### src/rtl/pin_bank_pkg.sv
package pin_bank_pkg;

    localparam int DEF_SECTIONS  = 4;
    localparam int DEF_SECT_PINS = 8;
    localparam int OFS_W         = 6;

    typedef enum logic [OFS_W-1:0] {
        OFS_MSTAT = 6'h00,
        OFS_STAT  = 6'h04,
        OFS_MSET  = 6'h08,
        OFS_MCLR  = 6'h0C,
        OFS_DIR   = 6'h10,
        OFS_OUT   = 6'h14,
        OFS_IN    = 6'h18,
        OFS_LVL   = 6'h20
    } reg_ofs_e;

    typedef struct packed {
        logic stat_clr;
        logic mask_set;
        logic mask_clr;
        logic dir_wr;
        logic out_wr;
        logic lvl_set;
    } wr_strobe_t;

    function automatic wr_strobe_t decode_write(logic we, logic [OFS_W-1:0] ofs);
        wr_strobe_t s;
        s = '0;
        if (we) begin
            case (ofs)
                OFS_STAT: s.stat_clr = 1'b1;
                OFS_MSET: s.mask_set = 1'b1;
                OFS_MCLR: s.mask_clr = 1'b1;
                OFS_DIR:  s.dir_wr   = 1'b1;
                OFS_OUT:  s.out_wr   = 1'b1;
                OFS_LVL:  s.lvl_set  = 1'b1;
                default:  s = '0;
            endcase
        end
        return s;
    endfunction

endpackage

### src/rtl/pin_sync.sv
module pin_sync #(
    parameter int W = 32
) (
    input  logic         clk,
    input  logic         rst,
    input  logic [W-1:0] raw,
    output logic [W-1:0] synced,
    output logic [W-1:0] synced_d
);
    logic [W-1:0] stage1;

    always_ff @(posedge clk) begin
        if (rst) begin
            stage1   <= '0;
            synced   <= '0;
            synced_d <= '0;
        end else begin
            stage1   <= raw;
            synced   <= stage1;
            synced_d <= synced;
        end
    end
endmodule

### src/rtl/pin_section.sv
module pin_section
    import pin_bank_pkg::*;
#(
    parameter int PINS = 8
) (
    input  logic                 clk,
    input  logic                 rst,
    input  wr_strobe_t           strb,
    input  logic [PINS-1:0]      wdata,
    input  logic [OFS_W-1:0]     rd_ofs,
    input  logic [PINS-1:0]      in_s,
    input  logic [PINS-1:0]      in_d,
    output logic [PINS-1:0]      dir,
    output logic [PINS-1:0]      out,
    output logic [PINS-1:0]      mask,
    output logic [PINS-1:0]      lvl,
    output logic [PINS-1:0]      stat,
    output logic [PINS-1:0]      rd
);
    logic [PINS-1:0] rise;
    logic [PINS-1:0] clr_bits;

    assign rise     = in_s & ~in_d;
    assign clr_bits = strb.stat_clr ? wdata : '0;

    always_ff @(posedge clk) begin
        if (rst) begin
            dir  <= '1;
            out  <= '0;
            mask <= '1;
            lvl  <= '0;
        end else begin
            if (strb.dir_wr)   dir  <= wdata;
            if (strb.out_wr)   out  <= wdata;
            if (strb.mask_set) mask <= mask | wdata;
            if (strb.mask_clr) mask <= mask & ~wdata;
            if (strb.lvl_set)  lvl  <= lvl | wdata;
        end
    end

    for (genvar b = 0; b < PINS; b++) begin : g_bit
        always_ff @(posedge clk) begin
            if (rst)
                stat[b] <= 1'b0;
            else if (lvl[b])
                stat[b] <= in_s[b];
            else
                stat[b] <= (stat[b] & ~clr_bits[b]) | rise[b];
        end
    end

    always_comb begin
        case (rd_ofs)
            OFS_MSTAT: rd = stat & ~mask;
            OFS_STAT:  rd = stat;
            OFS_MSET:  rd = mask;
            OFS_DIR:   rd = dir;
            OFS_OUT:   rd = out;
            OFS_IN:    rd = in_s;
            OFS_LVL:   rd = lvl;
            default:   rd = '0;
        endcase
    end
endmodule

### src/rtl/pin_bank_ctrl.sv
module pin_bank_ctrl
    import pin_bank_pkg::*;
#(
    parameter int NUM_SECT  = DEF_SECTIONS,
    parameter int SECT_PINS = DEF_SECT_PINS,
    parameter int DATA_W    = 32,
    localparam int SECT_W   = (NUM_SECT > 1) ? $clog2(NUM_SECT) : 1,
    localparam int ADDR_W   = OFS_W + SECT_W,
    localparam int NPINS    = NUM_SECT * SECT_PINS
) (
    input  logic              clk,
    input  logic              rst,
    input  logic [ADDR_W-1:0] bus_addr,
    input  logic              bus_we,
    input  logic [DATA_W-1:0] bus_wdata,
    output logic [DATA_W-1:0] bus_rdata,
    input  logic [NPINS-1:0]  pin_in,
    output logic [NPINS-1:0]  pin_out,
    output logic [NPINS-1:0]  pin_oe,
    output logic              irq
);
    logic [SECT_W-1:0] sect;
    logic [OFS_W-1:0]  ofs;
    logic [NPINS-1:0]  in_s, in_d;
    logic [NPINS-1:0]  dir_v, mask_v, lvl_v, stat_v;
    logic [SECT_PINS-1:0] rd_arr [NUM_SECT];

    assign sect = bus_addr[ADDR_W-1:OFS_W];
    assign ofs  = bus_addr[OFS_W-1:0];

    pin_sync #(.W(NPINS)) u_sync (
        .clk      (clk),
        .rst      (rst),
        .raw      (pin_in),
        .synced   (in_s),
        .synced_d (in_d)
    );

    for (genvar s = 0; s < NUM_SECT; s++) begin : g_sect
        localparam int LO = s * SECT_PINS;
        wr_strobe_t strb;
        assign strb = decode_write(bus_we && (sect == SECT_W'(s)), ofs);

        pin_section #(.PINS(SECT_PINS)) u_sect (
            .clk    (clk),
            .rst    (rst),
            .strb   (strb),
            .wdata  (bus_wdata[SECT_PINS-1:0]),
            .rd_ofs (ofs),
            .in_s   (in_s[LO +: SECT_PINS]),
            .in_d   (in_d[LO +: SECT_PINS]),
            .dir    (dir_v[LO +: SECT_PINS]),
            .out    (pin_out[LO +: SECT_PINS]),
            .mask   (mask_v[LO +: SECT_PINS]),
            .lvl    (lvl_v[LO +: SECT_PINS]),
            .stat   (stat_v[LO +: SECT_PINS]),
            .rd     (rd_arr[s])
        );
    end

    assign pin_oe = ~dir_v;
    assign irq    = |(stat_v & ~mask_v);

    always_comb begin
        bus_rdata = '0;
        if (32'(sect) < NUM_SECT)
            bus_rdata[SECT_PINS-1:0] = rd_arr[sect];
    end
endmodule

### config.mk
export PLATFORM = sky130hd
export DESIGN_NAME = pin_bank_ctrl
export DESIGN_NICKNAME = d
export VERILOG_FILES = /design/src/rtl/pin_bank_pkg.sv /design/src/rtl/pin_sync.sv /design/src/rtl/pin_section.sv /design/src/rtl/pin_bank_ctrl.sv
export SDC_FILE = /design/constraint.sdc
export NUM_CORES = 1
export LEC_CHECK = 0
export CAP_MARGIN = 20
export CORE_ASPECT_RATIO = 0.6
export CORE_MARGIN = 4
export CORE_UTILIZATION = 54
export DETAILED_ROUTE_END_ITERATION = 10
export PLACE_DENSITY = 0.88
export REMOVE_ABC_BUFFERS = 1
export SETUP_SLACK_MARGIN = 0.02
export SYNTH_ARGS = -nofsm -noshare
export SYNTH_HDL_FRONTEND = slang
export SYNTH_SLANG_ARGS = --single-unit
### constraint.sdc
create_clock -name clk -period 3 [get_ports clk]
set_input_delay 0.6 -clock clk [delete_from_list [all_inputs] [get_ports clk]]
set_output_delay 0.6 -clock clk [all_outputs]
set_load 0.005 [all_outputs]
# After elaboration in Yosys (flattened, before gate mapping)
# Index checks and enable logic that the tools add are counted.
# totals
in_bits,75
wordCells,263
out_inout_bits,97
ff_bits,256
# op_classes
order_cmp,1
reduce_logical,11
n_eq_ne,10
n_mux,61
n_bitwise,129
# ops
op,count
$pmux W8 S7,4
$mux W8,14
$and A8 B8 Y8,12
$not A8 Y8,9
$not A32 Y32,2
$or A8 B8 Y8,8
$mux W1,38
$and A1 B1 Y1,32
$and A32 B32 Y32,1
$not A1 Y1,32
$or A1 B1 Y1,32
$reduce_or A32 Y1,1
$mux W6,4
$eq A6 B5 Y1 const B,3
$bmux W8 S2,1
$eq A6 B4 Y1 const B,2
$reduce_bool A2 Y1,4
$eq A6 B3 Y1 const B,1
$eq A6 B6 Y1 const B,1
$logic_not A6 Y1,1
$eq A2 B2 Y1 const B,2
$logic_and A1 B1 Y1,4
$ge A3 B3 Y1 const B,1
$not A2 Y3,1
2 further kinds,2

# Depth between registers and ports, before layout
# Gate-level depths: netlist (run 1).
# logic_depth
word_depth,8
ltp_mapped,7
depth_no_buf,5

# Hierarchy
# From an unflattened synthesis (run 1), not the netlist that was laid out.
# unflattened
cells_unflattened,1280
area_unflattened_um2,11636.2
# by_module_without_submodules
mod,cells_per_inst,seq_area_each_um2,area_each_um2,instances
pin_section at g_sect[0].u_sect ...,229,800.8,2004.4,3
pin_sync,202,1921.8,2600.0,1
pin_section at g_sect[3].u_sect,231,800.8,2067.0,1
pin_bank_ctrl,160,0.0,955.9,1

# Worst setup path before layout (run 1)
# OpenSTA, ideal clock, no wires.
# synth_path
kind,input-to-output
from,input bus_addr[1]
to,output bus_rdata[7]
cell_stages,6
setup_slack_ps,267
arrival_time_ps,2133
path_buffers,2
required_ps,2400
cell_sequence,or4b_1 > buf_2 > buf_2 > or3_1 > a311o_1 > o31ai_1
# synth_via
elab_chain_cells,5
word_cells_on_any_way,14
classes_between,6 x eq/ne; 7 x mux; 1 x reduce/logical
# synth_rtl
element,line_no,source
from (decl),pin_bank_ctrl.sv:13,"input logic [ADDR_W-1:0] bus_addr,"
"$eq A6 B6 Y1, or another cell as far along",pin_section.sv:53,case (rd_ofs)
$pmux W8 S7,pin_section.sv:53,
$bmux W8 S2 *,pin_bank_ctrl.sv:67,bus_rdata[SECT_PINS-1:0] = rd_arr[sect];
$mux W8 (implied by the code) * (2 in a row),pin_bank_ctrl.sv:67,
to (decl),pin_bank_ctrl.sv:16,"output logic [DATA_W-1:0] bus_rdata,"
# Every way passes the cells marked *; elsewhere a longest branch is shown, timed or not. The select of a mux whose other input is x is not followed.

# Worst setup path in the final report (run 1)
# layout_path
from,input bus_addr[0]
to,output bus_rdata[7]
# The elaborated chain is that of the path after synthesis.

==> results of run 1 <==
per-stage QoR:
step / hold WS, ns / util (%)
floorplan: 0.4138 / -
global placement: 0.4162 / 67.03
detailed placement: 0.4204 / 67.03
CTS: 0.4356 / 72.56
global route: 0.4522 / 73.93
finish: 0.4365 / 73.93
metal layers:
layer	global-route usage [%]	wire length (um)
met5	0	0
met3	9.259	4818
met4	7.770	976
met2	49.08	16700
met1	48.69	17580
synth_stat cells, drive strengths merged, types with 12 or more instances:
| master | count | share of area (%) |
|---|---|---|
| o22ai | 21 | 1.2 |
| a22oi | 17 | 1.1 |
| a22o | 12 | 0.94 |
| inv | 67 | 2.2 |
| nor2 | 121 | 4.8 |
| nor2b | 115 | 6.4 |
| clkbuf | 65 | 2.2 |
| mux2i | 81 | 7.2 |
| nand2 | 139 | 4.7 |
| a21oi | 38 | 1.7 |
| o21ai | 22 | 0.98 |
| a32o | 32 | 2.9 |
| dfxtp | 256 | 46 |
| nand2b | 65 | 3.6 |
| o211ai | 69 | 5.0 |
| buf | 45 | 2.7 |
| nor3 | 19 | 1.0 |
how the worst max path moves through the flow:
stage	start	to	cells past startpoint	slack, ns
2_1_floorplan	bus_addr[1]	bus_rdata[0]	5	-0.02
3_3_place_gp	bus_addr[4]	bus_rdata[7]	8	-1.01
3_5_place_dp	bus_addr[4]	bus_rdata[3]	8	-1.05
4_1_cts	bus_addr[0]	bus_rdata[7]	8	-0.07
5_1_grt	bus_addr[2]	bus_rdata[7]	10	-0.11
6_report	bus_addr[0]	bus_rdata[7]	8	-0.07
worst max-delay path: stages:
cell     delay [ns]
buf_6          0.09
or4b_4         0.59
buf_8          0.17
or3_1          0.36
a311o_1        0.29
o31ai_2        0.08
buf_4          0.18
buf_6          0.09
final cells by class:
cell class	instances	area, um^2
clock buffers	35	680.7
clock inverters	4	72.57
fillers	1436	5259
inverters	67	255.2
multi-input cells	853	5848
flip-flops and latches	256	5125
well taps	273	341.6
repair buffers	277	2587
what timing repair did:
item,4_1_cts,5_1_grt
buffers inserted,9,4
setup endpoints to repair,9,9
pin swaps,31,26
resized for setup,131,49
hold buffers,0,0
power by group:
group	total, mW	switching [mW]	leakage (nW)	internal, mW
logic	0.764	0.421	3.77	0.343
clock network	3.03	1.30	0.366	1.73
registers	3.53	0.0500	2.09	3.48
kinds of logic (layout without fill, tap and decap cells):
group	Yosys count	after routing	synth area share [%]
AO/OA/AOI/OAI	252	252	16.90
buffers and inverters	177	383	7.159
flip-flops	256	256	45.74
multiplexers	84	84	7.539
other	1	24	0.03347
AND/OR/NAND/NOR	493	493	22.63
==> reports/results.ini, run 1 <==
[min_path]
hp-start = u_sync.stage1[29]
worstHoldPathType = reg -> reg
holdPathStages = 1
hold_end = u_sync.synced[29]

[finish]
drive_gt1_share_pct = 19.97
area_growth_pct = 33.09
fin_cells = 1765
layout_commonest_cell = dfxtp_1
fin_nets = 1553
design_area_mm2 = 0.01491
final_cell_mix = dfxtp_1 (256), nand2_1 (139), buf_4 (121)
num_antenna_cells = 0

[critical_path]
worst-path-max-fanout = 6
reg2reg_depth = 2
crit_type = in -> out
worstSetupStartpointType = primary input
rr_startpoint = g_sect[2].u_sect.lvl[5]
cp_data_arrival_time_ns = 2.47
rr_endpoint = g_sect[2].u_sect.stat[5]
required_ns = 2.40
cp-end-kind = output port
r2r_setup_slack_ns = 2.06

[place]
place_area_mm2 = 0.01352
io_buffers = 123
place_ws_ns = -1.051
dp_hpwl_um = 28520
place_inst = 1715
gp_congestion = 0.9474

[sta]
setup_ws_ns = -0.06900
final_hold_viol_count = 0
post-route-period-util_pct = 102.3
worstMarginPinSlew_ns = 0.9609
fin_skew_ns = 0.01674
max_freq_mhz = 325.8
setup_tns_ns = -0.1028
relSlewSlack_pct = 35.74
setup_viol = 3
rsz0062_at_grt = yes
maxSlewViolCount = 0
fin_crit_ns = 3.069

[clocking]
htree_levels = 1
clock_path_buffers = 3
cts.sinks = 256
clock_latency_ns = 0.52
numCtsBuffers = 23
clockRootBuffer = clkbuf_16
cts_tree = done
clkTransAtPathRegs_ns = 0.07

[routing]
routed_wl_um = 40080
wl_per_cell_um = 22.71
drt_iter0_drc = 1443
dr.pass1.iters = 6
ant_nets = 0
vias = 10510
vias_per_cell = 5.952
drc_errors = 0

[power]
power.total_mw = 7.317
powerDensity_mw_per_mm2 = 490.7
p_leak_nw = 6.221
peakVddDrop_uv = 417.1

[logic_synthesis]
synth-edff-count = 0
yosysSeqAreaShare_pct = 45.74
syn_area_per_cell_um2 = 8.870
async_flop_share_pct = 0
syn_inst = 1263
yosysWarnings = 0
synthesis.area_mm2 = 0.01120
yosysUniqueCellTypes = 58
synthFlopType = dfxtp_1
synth-seq-cells = 256

[run_status]
failed_checks = setup timing
status = finished, violations left

[floorplanning]
die_x_um = 194.0
core_mm2 = 0.02017
initial_utilization_pct = 55.55
row_count = 40
die_h_um = 119.6
dieArea_mm2 = 0.02319
io_pins = 172

[global_routing]
gr-total-overflow = 0
grt_max_degree = 78
grt_antenna_before_repair = 3
grt_pass1_wl_um = 60590
grt_pass1_vias = 10160
grt_use_total_pct = 33.28

[flow_run]
maxCapViolations = 0

Note: power is estimated with default switching activity, not from simulation.
==> run 2, diff against run 1 <==
ABC_CLOCK_PERIOD_IN_PS = 3000   (was not set)
==> results of run 2 <==
Final layout, timing and power as in run 1 (identical DEF).
==> run 3, diff against run 2 <==
ABC_CLOCK_PERIOD_IN_PS = not set   (was 3000)
==> results of run 3 <==
Final layout, timing and power as in run 1 (identical DEF).
